===== src/rtl/coex_arbiter.sv =====
module coex_arbiter #(
  parameter int SYNC_STAGES = 2,
  parameter int LINK_W      = 2
) (
  input  logic                 clk,
  input  logic                 rst_n,
  input  logic                 cfg_we,
  input  logic [2:0]           cfg_mode,
  input  logic                 cfg_bt_master,
  input  logic [2**LINK_W-1:0] cfg_prio_mask,
  input  logic                 bt_req,
  input  logic [LINK_W-1:0]    bt_link_type,
  input  logic                 bt_pkt_active,
  output logic                 bt_grant,
  input  logic [3:0]           coex_in,
  output logic [3:0]           coex_out,
  output logic [3:0]           coex_oe
);
  localparam int NTYPES = 2**LINK_W;
  localparam logic [2:0] M_PTA = 3'd0, M_WLM = 3'd1, M_BTM = 3'd2, M_TWO = 3'd3, M_ALT = 3'd4;

  logic [2:0]        mode_q;
  logic [NTYPES-1:0] prio_q;
  logic              btm_q;
  logic [3:0]        sync_q [SYNC_STAGES];
  logic [3:0]        pins_s;
  logic              want, grant_d, hi_prio;
  logic [3:0]        out_d, oe_d;

  always_ff @(posedge clk or negedge rst_n)
    if (!rst_n) begin
      mode_q <= M_PTA;
      prio_q <= NTYPES'(1);
      btm_q  <= 1'b0;
    end else if (cfg_we) begin
      if (cfg_mode <= M_ALT) mode_q <= cfg_mode;
      prio_q <= cfg_prio_mask;
      btm_q  <= cfg_bt_master;
    end

  always_ff @(posedge clk or negedge rst_n)
    if (!rst_n) begin
      for (int i = 0; i < SYNC_STAGES; i++) sync_q[i] <= '0;
    end else begin
      sync_q[0] <= coex_in;
      for (int i = 1; i < SYNC_STAGES; i++) sync_q[i] <= sync_q[i-1];
    end

  assign pins_s  = sync_q[SYNC_STAGES-1];
  assign hi_prio = prio_q[bt_link_type];

  always_comb begin
    case (mode_q)
      M_PTA:   want = bt_req && (hi_prio || !pins_s[1]);
      M_WLM:   want = bt_req && !pins_s[0];
      M_BTM:   want = bt_req;
      M_TWO:   want = bt_req && (btm_q || !pins_s[0]);
      M_ALT:   want = bt_req && pins_s[0];
      default: want = 1'b0;
    endcase
  end

  assign grant_d = bt_pkt_active ? bt_grant : want;

  always_comb begin
    out_d = 4'b0000;
    oe_d  = 4'b0000;
    case (mode_q)
      M_PTA: begin
        oe_d  = 4'b0101;
        out_d = {1'b0, bt_req && hi_prio, 1'b0, pins_s[1] && !grant_d};
      end
      M_BTM: begin
        oe_d  = 4'b0010;
        out_d = {2'b00, bt_req, 1'b0};
      end
      M_TWO: begin
        oe_d  = 4'b0010;
        out_d = {2'b00, btm_q && bt_req, 1'b0};
      end
      default: ;
    endcase
  end

  always_ff @(posedge clk or negedge rst_n)
    if (!rst_n) begin
      bt_grant <= 1'b0;
      coex_out <= 4'b0000;
      coex_oe  <= 4'b0101;
    end else begin
      bt_grant <= grant_d;
      coex_out <= out_d;
      coex_oe  <= oe_d;
    end

  assert_mode_legal_R1: assert property (@(posedge clk) disable iff (!rst_n) mode_q <= M_ALT);
  assert_undriven_low_R2: assert property (@(posedge clk) disable iff (!rst_n) (coex_out & ~coex_oe) == 4'b0000);
  assert_line4_idle_R2: assert property (@(posedge clk) disable iff (!rst_n) !coex_oe[3]);
  assert_confirm_excl_R3: assert property (@(posedge clk) disable iff (!rst_n)
    (coex_oe[0] && coex_out[0]) |-> !bt_grant);
  assert_wlan_block_R4: assert property (@(posedge clk) disable iff (!rst_n)
    (mode_q == M_WLM && pins_s[0] && !bt_pkt_active) |=> !bt_grant);
  assert_bt_leads_R5: assert property (@(posedge clk) disable iff (!rst_n)
    (mode_q == M_BTM && !bt_pkt_active) |=> (bt_grant == $past(bt_req)));
  assert_alt_window_R7: assert property (@(posedge clk) disable iff (!rst_n)
    (mode_q == M_ALT && !pins_s[0] && !bt_pkt_active) |=> !bt_grant);
  assert_hold_in_packet_R8: assert property (@(posedge clk) disable iff (!rst_n)
    bt_pkt_active |=> $stable(bt_grant));
endmodule


===== config.mk =====
export PLATFORM = sky130hd
export DESIGN_NAME = coex_arbiter
export DESIGN_NICKNAME = d
export VERILOG_FILES = /design/src/rtl/coex_arbiter.sv
export SDC_FILE = /design/constraint.sdc
export NUM_CORES = 1
export LEC_CHECK = 0
export BUFFER_PORTS_ARGS = -buffer_cell sky130_fd_sc_hd__buf_2
export CAP_MARGIN = 20
export CELL_PAD_IN_SITES_DETAIL_PLACEMENT = 0
export CELL_PAD_IN_SITES_GLOBAL_PLACEMENT = 1
export CORE_UTILIZATION = 38
export DETAILED_ROUTE_END_ITERATION = 12
export PLACE_DENSITY = 0.87
export SLEW_MARGIN = 20
export SYNTH_ARGS = -nofsm -noshare
export SYNTH_HDL_FRONTEND = slang
export SYNTH_SLANG_ARGS = --single-unit

===== constraint.sdc =====
create_clock -name clk -period 1.83 [get_ports clk]
set_input_delay 0.2745 -clock clk [delete_from_list [all_inputs] [get_ports clk]]
set_output_delay 0.2745 -clock clk [all_outputs]
set_load 0.02 [all_outputs]

# ---- Word level (Yosys, flattened, before mapping)
# Index checks and enable logic that the tools add are counted.
# Widths: inputs -> output; s select.
dict set report word_totals {
  ff_bits 21
  output_inout_bits 9
  elab_cells 35
}
dict set report op_classes {
  n_lt_le_gt_ge 2
  eq_ne 4
  n_mux 6
  n_reduce_logical 15
}
# op count
set ops {}
lappend ops {{$pmux 3 s3} 1}
lappend ops {{$logic_and 1x1->1} 7}
lappend ops {{$eq 3x2->1 const B} 2}
lappend ops {{$pmux 3 s2} 1}
lappend ops {{$pmux 1 s5} 1}
lappend ops {{$eq 3x1->1 const B} 1}
lappend ops {{$eq 3x3->1 const B} 1}
lappend ops {{$le 3x3->1 const B} 1}
lappend ops {{$logic_not 1->1} 3}
lappend ops {{$logic_not 3->1} 1}
lappend ops {{$lt 2x3->1 const B} 1}
lappend ops {{$bmux 1 s2} 1}
lappend ops {{$logic_or 1x1->1} 2}
lappend ops {{$mux 1} 2}
lappend ops {{$reduce_and 2->1} 1}
lappend ops {{$reduce_or 2->1} 1}

# ---- Longest topological paths before layout
# Gate-level depths: netlist (run 1).
dict set report depth {
  word_depth 9
  ltp_mapped 4
}

# ---- Least setup slack after synthesis (run 1)
# OpenSTA, ideal clock, no wires.
dict set report synth_path {
  path_kind {reg-to-reg}
  startpoint {register prio_q[3]}
  endpoint {register bt_grant}
  setup_time_ns 0.130
  arrival_time_ns 1.052
  required_ns 1.700
  path_slack_ns 0.648
  stages_incl_launch_ff 4
  path_buffers 0
  cell_sequence {dfrtp_1 > mux4_2 > a211oi_2 > o31ai_1}
}
dict set report synth_between {
  elab_chain_len 6
}
# item line_no
set synth_rtl {}
lappend synth_rtl {{from (decl)} 23} ;# logic [NTYPES-1:0] prio_q;
lappend synth_rtl {{from (signal assigned)} 37} ;# prio_q <= cfg_prio_mask;
lappend synth_rtl {{$bmux 1 s2} 50} ;# assign hi_prio = prio_q[bt_link_type];
lappend synth_rtl {{$mux 1 (implied by the code)} 50}
lappend synth_rtl {{$logic_or 1x1->1} 54} ;# M_PTA: want = bt_req && (hi_prio || !pins_s[1]);
lappend synth_rtl {{$logic_and 1x1->1} 54}
lappend synth_rtl {{$pmux 1 s5} 53} ;# case (mode_q)
lappend synth_rtl {{$mux 1} 63} ;# assign grant_d = bt_pkt_active ? bt_grant : want;
lappend synth_rtl {{named net grant_d} 27} ;# logic want, grant_d, hi_prio;
lappend synth_rtl {{to (signal assigned)} 91} ;# bt_grant <= grant_d;
lappend synth_rtl {{to (decl)} 14} ;# output logic bt_grant,
# The timed path passes the listed nets, and every way through them passes these cells. The select of a mux whose other input is x is not followed.
# A chain may end at the register's enable or synchronous reset.

# ---- Worst setup path after layout (run 1)
# Same ends and word-level chain as after synthesis.

==> out/qor.yml, run 1 <==
run_status:
  status: "complete, no violations"
drt:
  dr.first_iter.drc_count: 6
  first_pass_iters: 4
  viasPerCell: 4.602
  drc: 0
  vias: 520
  wl_mm: 1.245
  antenna_left: 0
  wl_per_cell_um: 11.02
worst_setup_path:
  slowest_stage: "mux4_2"
  critical_path_class: "reg -> reg"
  rr_worst_depth: 3
  crit_start: "prio_q[3]$_DFFE_PN0P_"
  slowest_delay_ns: 0.52
  critPathTopFamily: "multiplexers"
  r2r-start: "prio_q[3]$_DFFE_PN0P_"
  end_kind: "flop"
  path_max_fanout: 3
  arrival_ns: 1.45
  cp_num_buf_inv: 0
  critPathLaunchType: "flop"
  crit_cells: 3
  r2r-end: "bt_grant$_DFF_PN0_"
  path_cells: "mux4_2 -> a211oi_2 -> o31ai_1"
  regToRegSetupSlack_ns: 0.56
  cp_data_required_time_ns: 2.00
die:
  initial_utilization_pct: 42.18
  pin_count: 28
  die_x_um: 46.49
  core-area_mm2: 0.001783
  die_h_um: 46.49
  die-area_mm2: 0.002161
  num_rows: 15
global_routing:
  track_usage_pct: 13.99
  grt_max_degree: 19
  grt_pass1_wl_mm: 2.049
  grt_pass1_vias: 520
  grt-ovfl-total: 0
  antenna_found_initial: 0
worst_hold_path:
  hold_end: "sync_q[4]$_DFF_PN0_"
  worstHoldPathType: "in -> reg"
  min_path_cells: 1
  hp-start: "coex_in[0]"
job:
  drv_cap: 0
clock_tree:
  cts.sinks: 18
  clockBufferDepth: 2
  clk_pin_slew_ns: 0.10
  cts_tree: "built"
  clk_latency_ns: 0.29
  htree_levels: 1
  cts_setup_buffers: 0
  cts_root_buf: "clkbuf_4"
  cts_buffers: 3
synth:
  ys_ff_latch: 18
  synth-xor-area-share_pct: 0
  synth_top_family_by_area: "compound AO/OA/AOI/OAI gates"
  yosys.area_share.simple_pct: 8.819
  ys_types: 25
  synth_ff_type: "dfrtp_1"
  synth-compound-area-share_pct: 13.64
  netlist_area_um2: 752.0
  synth.avg_cell_area_um2: 11.75
  synth-edff-count: 0
  yosys.area.top_type: "dfrtp_1"
  yosysTopAreaCellShare_pct: 53.24
  ys_async_sr_fraction_pct: 100.0
  synthAdderAreaFrac_pct: 0
  synthMuxAreaShare_pct: 8.985
  yosysSeqAreaShare_pct: 60.23
  synth.most_common_cell: "dfrtp_1"
  yosys_warnings: 0
  syn_inst: 64
  synth_area_leaders: "dfrtp_1 (53%), dfstp_2 (7.0%), mux2_2 (6.0%)"
  synth.top_cells.by_count: "dfrtp_1 (16), inv_1 (7), nor2_1 (5), mux2_2 (4), nand2_1 (4)"
timing:
  fmax_ghz: 0.7845
  setup_viol: 0
  final.setup.tns_ns: 0
  rsz0062_at_grt: "false"
  slew_viol_final: 0
  period_needed_ns: 1.275
  finalHoldViolCount: 0
  finalCritPeriodShare_pct: 69.65
  finClkSkew_ns: 0.004841
layout:
  drive_above_1_share_pct: 40.91
  n_antenna_cell: 0
  design_area_um2: 915.9
  fin_cells: 113
  area.growth.synth_to_final_pct: 21.80
  fin_nets: 108
power_and_ir_drop:
  power_density_mw_per_mm2: 938.1
  vdd_drop_max_mv: 0.5431
  p_leak_uw: 0.0004618
  total_power_uw: 859.2
placed_design:
  gp_congestion: 0.7837
  place_area_um2: 869.6
  placedCellCount: 108
  dp_hpwl_um: 957.5
  io_buffers: 23
cell usage in the layout (no fill, tap or decap):
cell type / Yosys / routed
nor2b_1: 1 / 1
or2_1: 1 / 1
o21ai_0: 2 / 2
o311a_1: 1 / 1
clkbuf_8: 0 / 1
nand3b_1: 1 / 1
o31a_1: 1 / 1
buf_2: 2 / 23
a21oi_1: 2 / 2
nand2_1: 4 / 4
a2bb2oi_1: 1 / 1
clkbuf_4: 0 / 3
inv_1: 7 / 7
conb_1: 1 / 2
o221ai_1: 1 / 1
a21boi_0: 1 / 1
a211oi_2: 1 / 1
dfstp_2: 2 / 2
o31ai_1: 1 / 1
nor2_1: 5 / 5
a31oi_1: 3 / 3
and3_2: 1 / 1
nor3_1: 1 / 1
dlygate4sd3_1: 0 / 1
dfrtp_1: 16 / 16
mux2_2: 4 / 4
mux4_2: 1 / 1
metrics by stage:
| stage | setup WS, ns | utilization (%) | hold slack (ns) |
|---|---|---|---|
| 3_3_place_gp | 0.5540 | 48.77 | 0.2119 |
| 6_report | 0.5554 | 51.37 | 0.08376 |
| 2_1_floorplan | 0.6483 | - | -0.02109 |
| 3_5_place_dp | 0.5437 | 48.77 | 0.2212 |
| 4_1_cts | 0.5477 | 51.37 | 0.07307 |
| 5_1_grt | 0.5013 | 51.37 | 0.06681 |
worst reg2reg max path, stage by stage (launching register included):
cell and delay, ns:
dfrtp_1 0.39, mux4_2 0.52, a211oi_2 0.17, o31ai_1 0.08
routing by layer:
| layer | vias to the layer above | track usage [%] | wire [um] |
|---|---|---|---|
| met2 | 24 | 22.78 | 612 |
| met1 | 237 | 16.92 | 556 |
| met4 | 0 | 7.059 | 0 |
| met5 | - | 0 | 0 |
| li1 | 259 | - | - |
| met3 | 0 | 3.529 | 76 |
power by group:
part,internal [uW],switching (uW)
Clock,121,119
Sequential,440,28.9
Combinational,66.7,83.7
layout make-up:
type | count | area, um2
multi-input combinational | 35 | 244.0
fill | 170 | 867.1
sequential | 18 | 452.9
inverter | 7 | 26.28
tap | 25 | 31.28
clock buffer | 4 | 36.28
timing repair buffer | 24 | 125.1
worst max path at each step:
stage / to
finish: bt_grant$_DFF_PN0_
global route: bt_grant$_DFF_PN0_
CTS: bt_grant$_DFF_PN0_
detailed placement: bt_grant$_DFF_PN0_
global placement: bt_grant$_DFF_PN0_
floorplan: bt_grant$_DFF_PN0_
registers in the layout, indices dropped and copies added (netlist names):
name      flops
prio_q        4
btm_q         1
coex_oe       2
bt_grant      1
mode_q        3
sync_q        2
coex_out      3
pins_s        2
cell families after synthesis:
logic type / Yosys count
buffers and inverters: 12
other: 1
muxes: 5
AOI/OAI and AO/OA: 14
and+or+nand+nor: 14
DFF: 18
repair_timing:
item                      4_1_cts  5_1_grt
hold buffers                    1        0
hold endpoints to repair       16        0
gates resized for setup         0        0
Note: power is estimated with default switching activity, not from simulation.
==> run 2, diff against run 1 <==
--- a/config.mk
+++ b/config.mk
@@ -9,9 +9,9 @@
 export CAP_MARGIN = 20
 export CELL_PAD_IN_SITES_DETAIL_PLACEMENT = 0
 export CELL_PAD_IN_SITES_GLOBAL_PLACEMENT = 1
-export CORE_UTILIZATION = 38
+export CORE_UTILIZATION = 35
 export DETAILED_ROUTE_END_ITERATION = 12
-export PLACE_DENSITY = 0.87
+export PLACE_DENSITY = 0.82
 export SLEW_MARGIN = 20
 export SYNTH_ARGS = -nofsm -noshare
 export SYNTH_HDL_FRONTEND = slang
==> constraint.sdc (replaced) <==
create_clock -name clk -period 1.3 [get_ports clk]
set_input_delay 0.195 -clock clk [delete_from_list [all_inputs] [get_ports clk]]
set_output_delay 0.195 -clock clk [all_outputs]
set_load 0.02 [all_outputs]
==> out/qor.yml, run 2 (synthesized netlist as in run 1, its figures left out) <==
die:
  die_h_um: 48.35  # +4.0%
  initial_utilization_pct: 37.94  # -4.2 points
  core-area_mm2: 0.001982  # +11%
  die-area_mm2: 0.002338  # +8.2%
  pin_count: 28  # unchanged
  die_x_um: 48.35  # +4.0%
  num_rows: 16  # +1
worst_setup_path:
  cp_data_required_time_ns: 1.47  # -0.53 ns
  end_kind: "flop"
  path_cells: "mux4_2 -> a211oi_2 -> o31ai_1"
  path_max_fanout: 3  # unchanged
  regToRegSetupSlack_ns: 0.008  # -0.55 ns
  arrival_ns: 1.46  # about the same
  slowest_stage: "mux4_2"
  critPathTopFamily: "multiplexers"
  r2r-start: "prio_q[3]$_DFFE_PN0P_"
  slowest_delay_ns: 0.52  # about the same
  crit_start: "prio_q[3]$_DFFE_PN0P_"
  cp_num_buf_inv: 0  # unchanged
  critical_path_class: "reg -> reg"
  critPathLaunchType: "flop"
layout:
  post-route-util_pct: 47.35  # -4.0 points
  reg.largest.list: "prio_q (4), coex_out (3), mode_q (3)"
  drive_above_1_share_pct: 40.00  # -0.91 points
  n_antenna_cell: 0  # unchanged
  fin_cells: 117  # +3.5%
  fin_nets: 110  # +1.9%
  area.growth.synth_to_final_pct: 24.79
  largest_register_ffs: 4  # unchanged
  final_cell_mix: "buf_2 (23), dfrtp_1 (16), inv_1 (7)"
  largest_register: "prio_q"
  layout_commonest_cell: "buf_2"
placed_design:
  dp_hpwl_um: 978.1  # +2.2%
  gp_congestion: 0.7930  # +1.2%
  placedCellCount: 110  # +1.9%
  io_buffers: 23  # unchanged
timing:
  finClkSkew_ns: 0.009962  # +0.005122 ns
  setup_viol: 0  # unchanged
  finalCritPeriodShare_pct: 99.38  # +30 points
  period_needed_ns: 1.292  # +0.01731 ns
  fmax_ghz: 0.7740  # -1.3%
  slew_viol_final: 0  # unchanged
  rsz0062_at_grt: "true"
  finalHoldViolCount: 0  # unchanged
run_status:
  status: "complete, no violations"
clock_tree:
  cts.sinks: 18  # unchanged
  cts_buffers: 3  # unchanged
  clk_latency_ns: 0.29  # about the same
  cts_tree: "built"
  clk_pin_slew_ns: 0.10  # about the same
  cts_setup_buffers: 0  # unchanged
  clockBufferDepth: 2  # unchanged
  htree_levels: 1  # unchanged
  cts_root_buf: "clkbuf_4"
worst_hold_path:
  hp-start: "cfg_bt_master"
  worstHoldPathType: "in -> reg"
global_routing:
  grt_pass1_vias: 535  # +2.9%
  antenna_found_initial: 0  # unchanged
  grt_pass1_wl_mm: 2.214  # +8.1%
  grt-ovfl-total: 0  # unchanged
  track_usage_pct: 12.43  # -1.6 points
  grt_max_degree: 19  # unchanged
drt:
  dr.first_iter.drc_count: 9  # +3
  drc: 0  # unchanged
  wl_mm: 1.293  # +3.9%
  viasPerCell: 4.752  # +3.3%
  first_pass_iters: 4  # unchanged
  antenna_left: 0  # unchanged
  wl_per_cell_um: 11.05  # +0.30%
  vias: 556  # +6.9%
power_and_ir_drop:
  power_density_mw_per_mm2: 1295  # +38%
  vdd_drop_max_mv: 0.7440  # +37%
  p_leak_uw: 0.0004702  # +1.8%
job:
  drv_cap: 0  # unchanged
[run 2: changes by cell type in the layout (fill, tap and decap cells not counted), sizes merged]
cell / previous run / this run
dlygate4sd3: 1 / 3
[run 2: layout make-up]
cell class / count / area [um2]
clock buffer: 4 / 36.28
fill: 192 / 1044
inverter: 7 / 26.28
multi-input combinational: 35 / 244.0
sequential: 18 / 452.9
tap: 27 / 33.78
timing repair buffer: 26 / 145.1
[run 2: power by group]
group / switching [uW] / internal, uW / total, uW
Combinational: 121 / 97.8 / 219
Clock: 165 / 171 / 335
Sequential: 42.1 / 619 / 661
Total: 327 / 888 / 1220
[run 2: path summary, 6_finish.rpt]
| kind | cells past startpoint | to |
|---|---|---|
| max in group asynchronous | 2 | coex_oe[0]$_DFF_PN1_ |
| hold / removal | 3 | btm_q$_DFFE_PN0P_ |
| hold reg to reg | 0 | pins_s[1]$_DFF_PN0_ |
| setup / recovery | 3 | bt_grant$_DFF_PN0_ |
| min in group asynchronous | 2 | btm_q$_DFFE_PN0P_ |
| setup reg to reg | 3 | bt_grant$_DFF_PN0_ |
[run 2: per-stage QoR]
stage / setup TNS [ns] / cell area, um2 / setup slack [ns] / hold slack [ns] / total power [uW]
CTS: 0 / 938.4 / 0.008401 / 0.09834 / 1232
global route: -0.08046 / 938.4 / -0.05466 / 0.09886 / 1287
detailed placement: 0 / 872.1 / 0.03507 / 0.1418 / 887.3
floorplan: 0 / 755.7 / 0.1183 / -0.1006 / 811.0
finish: 0 / 938.4 / 0.008045 / 0.1006 / 1215
global placement: 0 / 872.1 / 0.05134 / 0.1338 / 877.4
[run 2: worst min-delay path: stages]
cell     delay (ns)
buf_2          0.08
nand2_1        0.04
o21ai_0        0.05
[run 2: metal layers]
metal | part of all wire [%] | track usage [%]
met1 | 43 | 14.29
met2 | 46 | 21.13
met3 | 8.4 | 3.774
met4 | 1.9 | 5.882
met5 | 0 | 0
[run 2: repair_timing]
item / CTS / global route
hold buffers: 3 / 0
resized for setup: 0 / 0
endpoints found under the hold margin: 18 / 0
setup endpoints to repair: 0 / 2
